File: config.mk
export PLATFORM = sky130hd
export DESIGN_NAME = trap_unit
export DESIGN_NICKNAME = d
export VERILOG_FILES = /design/src/rtl/trap_pkg.sv /design/src/rtl/trap_ctl.sv /design/src/rtl/trap_dp.sv /design/src/rtl/trap_unit.sv
export SDC_FILE = /design/constraint.sdc
export NUM_CORES = 1
export LEC_CHECK = 0
export ABC_CLOCK_PERIOD_IN_PS = 2820
export BUFFER_PORTS_ARGS = -buffer_cell sky130_fd_sc_hd__buf_2
export CAP_MARGIN = 40
export CELL_PAD_IN_SITES_DETAIL_PLACEMENT = 1
export CELL_PAD_IN_SITES_GLOBAL_PLACEMENT = 1
export CORE_MARGIN = 2
export CORE_UTILIZATION = 30
export CTS_CLUSTER_SIZE = 28
export DETAILED_ROUTE_END_ITERATION = 8
export HOLD_SLACK_MARGIN = 0.08
export PLACE_DENSITY = 0.62
export SETUP_SLACK_MARGIN = 0.3
export SLEW_MARGIN = 20
export SYNTH_ARGS = -nofsm -noshare
export SYNTH_HDL_FRONTEND = slang
export SYNTH_SLANG_ARGS = --single-unit
File: constraint.sdc
create_clock -name clk -period 2.82 [get_ports clk]
set_input_delay 0.564 -clock clk [delete_from_list [all_inputs] [get_ports clk]]
set_output_delay 0.564 -clock clk [all_outputs]
set_load 0.03 [all_outputs]
File: src/rtl/trap_pkg.sv
package trap_pkg;

  localparam int STAT_W = 32;
  localparam int MODE_W = 5;
  localparam int NUM_BANKS = 5;
  localparam int BANK_W = $clog2(NUM_BANKS);

  localparam logic [MODE_W-1:0] MODE_USR = 5'b10000;
  localparam logic [MODE_W-1:0] MODE_FIQ = 5'b10001;
  localparam logic [MODE_W-1:0] MODE_IRQ = 5'b10010;
  localparam logic [MODE_W-1:0] MODE_SVC = 5'b10011;
  localparam logic [MODE_W-1:0] MODE_ABT = 5'b10111;
  localparam logic [MODE_W-1:0] MODE_UND = 5'b11011;
  localparam logic [MODE_W-1:0] MODE_SYS = 5'b11111;

  localparam int BIT_J = 24;
  localparam int BIT_I = 7;
  localparam int BIT_F = 6;
  localparam int BIT_T = 5;

  localparam logic [STAT_W-1:0] STAT_WR_MASK = 32'hF900_00FF;
  localparam logic [STAT_W-1:0] STAT_RESET   = 32'h0000_00D3;

  typedef enum logic [2:0] {
    VEC_RESET = 3'd0,
    VEC_UNDEF = 3'd1,
    VEC_SWI   = 3'd2,
    VEC_PABT  = 3'd3,
    VEC_DABT  = 3'd4,
    VEC_RSVD  = 3'd5,
    VEC_IRQ   = 3'd6,
    VEC_FIQ   = 3'd7
  } vecKind_t;

  typedef struct packed {
    logic            enter;
    logic            ret;
    logic            wr;
    vecKind_t        kind;
    logic [MODE_W-1:0] newMode;
    logic            maskFiq;
  } ctlStrobe_t;

  function automatic logic [BANK_W-1:0] bankOf(input logic [MODE_W-1:0] m);
    case (m)
      MODE_FIQ: return BANK_W'(0);
      MODE_IRQ: return BANK_W'(1);
      MODE_SVC: return BANK_W'(2);
      MODE_ABT: return BANK_W'(3);
      MODE_UND: return BANK_W'(4);
      default:  return BANK_W'(0);
    endcase
  endfunction

  function automatic logic bankValid(input logic [MODE_W-1:0] m);
    return (m == MODE_FIQ) || (m == MODE_IRQ) || (m == MODE_SVC) ||
           (m == MODE_ABT) || (m == MODE_UND);
  endfunction

  function automatic logic [MODE_W-1:0] modeOf(input vecKind_t k);
    case (k)
      VEC_RESET, VEC_SWI: return MODE_SVC;
      VEC_UNDEF:          return MODE_UND;
      VEC_PABT, VEC_DABT: return MODE_ABT;
      VEC_IRQ:            return MODE_IRQ;
      default:            return MODE_FIQ;
    endcase
  endfunction

endpackage

File: src/rtl/trap_ctl.sv
module trap_ctl
  import trap_pkg::*;
(
  input  logic              reqReset,
  input  logic              reqUndef,
  input  logic              reqSwi,
  input  logic              reqPabt,
  input  logic              reqDabt,
  input  logic              irqReq,
  input  logic              fiqReq,
  input  logic              execDone,
  input  logic              retStrobe,
  input  logic              statusWr,
  input  logic [STAT_W-1:0] curStatus,
  output ctlStrobe_t        strobe
);

  logic     hit;
  vecKind_t kind;
  logic     irqOk;
  logic     fiqOk;
  logic     retOk;

  assign irqOk = irqReq && !curStatus[BIT_I];
  assign fiqOk = fiqReq && !curStatus[BIT_F];

  // fixed priority: reset ignores execDone, the rest wait for it
  always_comb begin
    hit  = 1'b1;
    kind = VEC_RESET;
    if (reqReset)      kind = VEC_RESET;
    else if (!execDone) hit = 1'b0;
    else if (reqDabt)  kind = VEC_DABT;
    else if (fiqOk)    kind = VEC_FIQ;
    else if (irqOk)    kind = VEC_IRQ;
    else if (reqPabt)  kind = VEC_PABT;
    else if (reqUndef) kind = VEC_UNDEF;
    else if (reqSwi)   kind = VEC_SWI;
    else               hit = 1'b0;
  end

  assign retOk = retStrobe && !curStatus[BIT_T] && !curStatus[BIT_J] &&
                 bankValid(curStatus[MODE_W-1:0]);

  always_comb begin
    strobe         = '0;
    strobe.enter   = hit;
    strobe.kind    = kind;
    strobe.newMode = modeOf(kind);
    strobe.maskFiq = (kind == VEC_RESET) || (kind == VEC_FIQ);
    strobe.ret     = !hit && retOk;
    strobe.wr      = !hit && !retOk && statusWr;
  end

endmodule

File: src/rtl/trap_dp.sv
module trap_dp
  import trap_pkg::*;
#(
  parameter int PC_W = 32,
  parameter logic [PC_W-1:0] VEC_BASE = '0
) (
  input  logic              clk,
  input  logic              rstN,
  input  ctlStrobe_t        strobe,
  input  logic [PC_W-1:0]   curPc,
  input  logic [STAT_W-1:0] wrData,
  output logic [STAT_W-1:0] statusQ,
  output logic [PC_W-1:0]   pcQ,
  output logic              pcLoadQ,
  output logic              takenQ,
  output logic [2:0]        codeQ,
  output logic              retQ
);

  logic [STAT_W-1:0] savedArr [NUM_BANKS];
  logic [PC_W-1:0]   linkArr  [NUM_BANKS];
  logic [BANK_W-1:0] curBank;
  logic [BANK_W-1:0] tgtBank;
  logic [STAT_W-1:0] entryStat;

  assign curBank = bankOf(statusQ[MODE_W-1:0]);
  assign tgtBank = bankOf(strobe.newMode);

  always_comb begin
    entryStat               = statusQ;
    entryStat[MODE_W-1:0]   = strobe.newMode;
    entryStat[BIT_T]        = 1'b0;
    entryStat[BIT_J]        = 1'b0;
    entryStat[BIT_I]        = 1'b1;
    if (strobe.maskFiq) entryStat[BIT_F] = 1'b1;
  end

  for (genvar b = 0; b < NUM_BANKS; b++) begin : g_bank
    logic              saveHere;
    logic [STAT_W-1:0] savedQ;
    logic [PC_W-1:0]   linkQ;

    assign saveHere = strobe.enter && (tgtBank == BANK_W'(b));

    always_ff @(posedge clk or negedge rstN) begin
      if (!rstN) begin
        savedQ <= '0;
        linkQ  <= '0;
      end else if (saveHere) begin
        savedQ <= statusQ;
        linkQ  <= curPc;
      end
    end

    assign savedArr[b] = savedQ;
    assign linkArr[b]  = linkQ;
  end

  always_ff @(posedge clk or negedge rstN) begin
    if (!rstN) begin
      statusQ <= STAT_RESET;
      pcQ     <= '0;
      pcLoadQ <= 1'b0;
      takenQ  <= 1'b0;
      codeQ   <= 3'd0;
      retQ    <= 1'b0;
    end else begin
      pcLoadQ <= strobe.enter || strobe.ret;
      takenQ  <= strobe.enter;
      retQ    <= strobe.ret;
      if (strobe.enter) begin
        statusQ <= entryStat;
        pcQ     <= VEC_BASE + PC_W'({strobe.kind, 2'b00});
        codeQ   <= strobe.kind;
      end else if (strobe.ret) begin
        statusQ <= savedArr[curBank];
        pcQ     <= linkArr[curBank];
      end else if (strobe.wr) begin
        statusQ <= wrData & STAT_WR_MASK;
      end
    end
  end

endmodule

File: src/rtl/trap_unit.sv
module trap_unit
  import trap_pkg::*;
#(
  parameter int PC_W = 32,
  parameter logic [PC_W-1:0] VEC_BASE = '0
) (
  input  logic            clk,
  input  logic            rstN,
  input  logic            reqReset,
  input  logic            reqUndef,
  input  logic            reqSwi,
  input  logic            reqPabt,
  input  logic            reqDabt,
  input  logic            irqReq,
  input  logic            fiqReq,
  input  logic            execDone,
  input  logic [PC_W-1:0] curPc,
  input  logic            retStrobe,
  input  logic            statusWr,
  input  logic [31:0]     statusWrData,
  output logic [31:0]     statusOut,
  output logic [PC_W-1:0] pcNext,
  output logic            pcLoad,
  output logic            excTaken,
  output logic [2:0]      excCode,
  output logic            retTaken
);

  ctlStrobe_t strobe;

  trap_ctl u_ctl (
    .reqReset  (reqReset),
    .reqUndef  (reqUndef),
    .reqSwi    (reqSwi),
    .reqPabt   (reqPabt),
    .reqDabt   (reqDabt),
    .irqReq    (irqReq),
    .fiqReq    (fiqReq),
    .execDone  (execDone),
    .retStrobe (retStrobe),
    .statusWr  (statusWr),
    .curStatus (statusOut),
    .strobe    (strobe)
  );

  trap_dp #(.PC_W(PC_W), .VEC_BASE(VEC_BASE)) u_dp (
    .clk     (clk),
    .rstN    (rstN),
    .strobe  (strobe),
    .curPc   (curPc),
    .wrData  (statusWrData),
    .statusQ (statusOut),
    .pcQ     (pcNext),
    .pcLoadQ (pcLoad),
    .takenQ  (excTaken),
    .codeQ   (excCode),
    .retQ    (retTaken)
  );

endmodule

* Yosys cells after proc, flatten, opt, wreduce, memory -nomap -nowiden
Index checks and enable logic that the tools add are counted.
** Storage, ports and cells
- Register bits :: 390
- Input port bits :: 76
** Operators by class
- Magnitude comparators :: 1
- Eq/ne operators :: 20
- Multiplexer cells :: 31
- Bitwise operators :: 2
- Reductions and logical operators :: 34
** Operators by type and width (number)
- 2-to-1 mux 32 bit :: 8
- binary-select mux 32 bit (select 3 bit) :: 2
- == test 5 bit (second input constant) :: 9
- 2-to-1 mux 25 bit :: 1
- case mux 3 bit (4 select lines) :: 2
- 2-to-1 mux 3 bit :: 7
- case mux 4 bit (4 select lines) :: 1
- logical AND 1 bit :: 13
- == test 3 x 2 -> 1 bit (second input constant) :: 4
- == test 3 bit (second input constant) :: 4
- 2-to-1 mux 1 bit :: 9
- == test 3 x 1 -> 1 bit (second input constant) :: 2
- zero test 1 bit :: 6
- zero test 3 bit :: 2
- logical OR 1 bit :: 6
- >= comparator 4 bit (second input constant) :: 1
- inverter 3 -> 4 bit :: 1
- AND reduction 2 bit :: 2
- nonzero test 2 bit :: 2
- OR reduction 2 bit :: 2
- nonzero test 3 bit :: 1
- 2-to-1 mux 2 bit :: 1
- != test 2 bit (second input constant) :: 1
- inverter 1 bit :: 1

* Longest topological paths before layout
- Depth after elaboration :: 15
- Mapped depth :: 9
- Gate-level depth less buffers :: 7

* Cells and area by module
Synthesis repeated with hierarchy kept, for this count alone.
** Unflattened totals
- Cells, all modules :: 1431
- Area total of the unflattened synthesis :: 18057.3 µm²
** Modules (own cells, without submodules)
- trap_dp :: instances 1, cells an instance 1394, area each 17833.4 µm², seq. area each 9765.6 µm²
- trap_ctl :: instances 1, cells an instance 37, area each 224.0 µm², seq. area each 0.0 µm²

* Least setup slack after synthesis
OpenSTA, ideal clock, no wires.
- Path kind :: flip-flop to flip-flop
- Start :: register u_dp.statusQ[1]
- End :: register u_dp.pcQ[3]
- Setup time :: 0.134 ns
- Arrival :: 1.996 ns
- Data required time :: 2.686 ns
- Path slack :: 0.690 ns
- Stages on the path, launching flop included :: 9
- Path buffers :: 3
- Clock period less this slack :: 2.130 ns
- Cells stage by stage :: dfstp_2 > buf_4 > and3b_1 > o21a_1 > buf_4 > buf_6 > mux4_2 > a211oi_1 > o21ai_1
** On the way
- Cells in the longest elaborated chain, start to end :: 8
- Elaborated cells between the ends (all ways) :: 19
- Those cells by class :: 5 x eq/ne; 6 x mux; 1 x bitwise; 7 x reduce/logical
** Ends and longest elaborated chain
- start, declared :: RTL line trap_dp.sv:12 : output logic [STAT_W-1:0] statusQ,
- start signal, assigned :: RTL line trap_dp.sv:72 : statusQ <= entryStat;
- start signal, assigned :: RTL line trap_dp.sv:76 : statusQ <= savedArr[curBank];
- start signal, assigned :: RTL line trap_dp.sv:79 : statusQ <= wrData & STAT_WR_MASK;
- == test 5 bit (on tied branches) :: RTL line trap_pkg.sv:45, trap_pkg.sv:57, trap_pkg.sv:56
- case mux 3 bit (4 select lines) or logical OR 1 bit (tied branches) :: RTL line trap_pkg.sv:45, trap_pkg.sv:56
- inverter 3 -> 4 bit (implied by the code) or logical OR 1 bit (tied branches) :: RTL line trap_dp.sv:77, trap_pkg.sv:56
- binary-select mux 32 bit (select 3 bit) or logical OR 1 bit (tied branches) :: RTL line trap_dp.sv:77, trap_pkg.sv:56
- 2-to-1 mux 32 bit (implied by the code) or logical OR 1 bit (tied branches) :: RTL line trap_dp.sv:77, trap_pkg.sv:57
- 2-to-1 mux 32 bit (implied by the code) or logical AND 1 bit (tied branches) :: RTL line trap_dp.sv:77, trap_ctl.sv:42
- 2-to-1 mux 32 bit or logical AND 1 bit (tied branches) :: RTL line trap_dp.sv:75, trap_ctl.sv:51
- 2-to-1 mux 32 bit or nonzero test 2 bit (tied branches)
- end signal, assigned :: RTL line trap_dp.sv:73 : pcQ <= VEC_BASE + PC_W'({strobe.kind, 2'b00});
- end signal, assigned :: RTL line trap_dp.sv:77 : pcQ <= linkArr[curBank];
- end, declared :: RTL line trap_dp.sv:13 : output logic [PC_W-1:0] pcQ,
Parallel ways exist; a longest one is shown, timed or not. The select of a mux whose other input is x is not followed.
A chain may end at the register's enable or synchronous reset.

* Worst setup path after layout
- Start :: register u_dp.statusQ[0]
- End :: output statusOut[0]
** RTL lines
- end, declared :: RTL line trap_unit.sv:21 : output logic [31:0] statusOut,
No word-level cell between the ends.

==> impl_results.md <==
- CP max FO: 20
- Total power: 15.26 mW
- Pwr Density: roughly 730 nW/µm²
- Post-layout net count: 1,544
- Clk Latency, worst-skew pair: 0.56 ns
- Routed wire length: between 40 and 50 mm
- Fmax: 428.3 MHz
- Rel. slew slack: approximately 54%
- Clock Skew: 0.01167 ns
- Largest net degree at the start of global routing: between 70 and 80
- Ranking of synthesized cells by area: dfrtp_1 (54%), mux2_2 (17%), mux2_1 (6.2%)
- Area growth syn-to-layout: 17.28%
- Synth Instances: 1,347
- Final setup TNS: 0 ns
- Unrepaired setup endpoints after global routing: false
- Mapped Area: 17,720 µm²
- Slowest-stage cell, CP: dfstp_2
- Tightest Pin Transition: 0.6858 ns
- Final period util: 82.80%
- #FFs+latches synth: 390
- Yosys warns: 0
- Gpl congestion: 0.7559
- Root Driver: clkbuf_16
- DRC viols: 0
- CTS Buf Count: 44
- Synthesized area per cell: 13.16 µm²
- Initial DRT Pass Iterations: 4
- WS Path Type: reg2out
- Number of global-route vias before repair: 12,620
- Routed len/inst: 21.37 µm
- Seq/Total Area, Yosys: about 55%
- Fraction of layout cells with a size suffix above 1: 36.03%
- Crit path cell chain: buf_4 > buf_2
- Top cells by count, synth: dfrtp_1 (385), mux2_2 (268), nand2_1 (112)
- Total GRT Usage: about 16%
- Leakage: 9.459 nW
- Die area: 61,030 µm²
- First-pass GRT wire length: 75.61 mm
- Total grt overflow: 0
- Hold WC Path Type: in2reg
- Slowest cell delay on critical path: 0.66 ns
- Sw Share: 28.68%
- Sw power: about 4.4 mW
- Combinational fraction of design power: around a fifth
- PortBufs: 127
- Post-synth EDFFs: 0
- Count of final setup violators: 0
- Die width: 247.0 µm
- Top cell type's share of synthesized area: between 50% and 60%
- Routed Antenna Nets: 0
- WP data required: about 2.3 ns
- Antenna violations before repair: 7
- Vias: 11,530
- Rows: 89
- Crit path launch type: register
- Run status: completed
- Longest Clk Path Bufs: 3
- Core ar.: 58,690 µm²
- Via density: 5.078
- Initial Util: a little under a third
- Main synth FF type: dfrtp_1
- Die H: 247.0 µm
- Final Hold Vio Count: 0
- Area leader, netlist: dfrtp_1
- I/O Pins: 146
- Clock transition at the registers of the reported paths: 0.06 ns
- Crit path capture type: output pin
- VDD IR max: 0.3600 mV
- 1st-iter DRT viols: 476
- Most frequent cell after synthesis: dfrtp_1
- Clock Power Share: 35.6%
- CTS tree: built
- Sequential power share: between 40% and 50%
- Final Critical Period: 2.335 ns
- Worst path arrival time: 1.77 ns
- Int Power: 10.88 mW
- Post-synth net total: about 1,400
- Synth unique cells: 64
- H-tree depth: 2
- Slew Viols, Final: 0
- Max-cap violations: 0
- CTS sink count: 390
- Placed wire-length estimate: 30.35 mm
- Post-synth ARST share: 100.0%
[layout make-up]
class                           instances  area, µm²
Sequential cell                       390       9766
Clock buffer                           61       1246
Timing Repair Buffer                  172       1265
Inverter                               10      37.54
Tap cell                              773      967.2
Fill cell                            6191      37900
Multi-Input combinational cell        850       7402
Clock inverter                         13      96.34
Antenna cell                            1      2.502
[final timing paths]
| check | start | endpoint | slack (ns) | cells after the start |
|---|---|---|---|---|
| setup / recovery | u_dp.statusQ[0] | statusOut[0] | 0.49 | 2 |
| hold / removal | curPc[8] | u_dp.g_bank[2].linkQ[8] | 0.27 | 2 |
| min in group asynchronous | rstN | u_dp.g_bank[0].savedQ[15] | 0.55 | 2 |
| hold reg to reg | u_dp.codeQ[2] | u_dp.codeQ[2] | 0.48 | 2 |
| setup reg to reg | u_dp.statusQ[4] | u_dp.statusQ[23] | 0.49 | 6 |
| max in group asynchronous | rstN | u_dp.statusQ[7] | 1.40 | 3 |
[critical path, delay by kind of cell (launching register included)]
kind	cells	cell delay (ns)
DFF	1	0.66
buffers and inverters	2	0.55
[cell families (layout without fill, tap and decap cells)]
family	Yosys count	count (layout)	synth area share, %
muxes	448	448	28.17
DFF	390	390	55.11
AOI/OAI and AO/OA	230	230	8.657
and+or+nand+nor	172	172	4.702
buffers and inverters	107	256	3.361
other	0	1	0
[state kept, by name, summed over array words and instances (netlist names)]
register	count
u_dp.g_bank.savedQ	160
u_dp.pcQ	32
u_dp.statusQ	32
u_dp.codeQ	3
u_dp.retQ	1
u_dp.takenQ	1
u_dp.pcLoadQ	1
u_dp.g_bank.linkQ	160
[power groups by stage]
stage | combinational (mW) | sequential, mW | clock, mW
after floorplan | 2.02 | 6.90 | 0
after global placement | 2.97 | 6.85 | 0
after detailed placement | 3.05 | 6.91 | 0
after CTS | 3.06 | 6.82 | 5.63
after global routing | 3.29 | 6.92 | 5.87
final | 3.00 | 6.82 | 5.44
[placed cells by master (no fill, tap or decap), types with 3 or more instances in the layout]
master / instances
dfrtp_1: 385
mux2_2: 268
buf_2: 126
nand2_1: 109
mux2_1: 98
mux2i_1: 78
o21ai_0: 68
clkbuf_16: 45
o211ai_1: 40
a31oi_1: 38
buf_12: 22
buf_4: 21
a21oi_1: 19
a22o_1: 18
clkbuf_1: 10
clkinv_2: 10
nor2_1: 9
nor2b_1: 7
inv_1: 6
and2_1: 6
o21ai_1: 6
nand3_1: 6
a2bb2oi_1: 6
clkbuf_8: 6
a211oi_1: 5
dfstp_2: 5
nand2b_1: 4
mux4_2: 4
nor3_1: 4
o221ai_1: 4
nor2_4: 3
inv_2: 3
o311ai_1: 3
[per-stage QoR]
stage / area (µm²) / setup slack (ns) / util, % / cells / hold WS [ns]
finish: 20780 / 0.4851 / 35.41 / 2270 / 0.2715
global route: 20780 / 0.3506 / 35.41 / 2269 / 0.2610
CTS: 20750 / 0.3536 / 35.36 / 2268 / 0.2457
detailed placement: 19400 / 0.2931 / 33.06 / 2193 / 0.4630
global placement: 19400 / 0.3204 / 33.06 / 2193 / 0.4597
floorplan: 17720 / 0.6902 / - / 1347 / 0.2684
[per-layer routing]
metal,track usage [%],routed length [µm]
met1,20.83,21720
met2,27.57,23840
met3,3.386,2010
met4,4.164,871
met5,0,73
[timing repair]
action	CTS	global route
setup buffers	0	1
setup endpoints to repair	0	21
hold buffers	1	0
endpoints found under the hold margin	46	0
gates resized for setup	0	3
No activity file was read; power rests on OpenSTA's default activity.
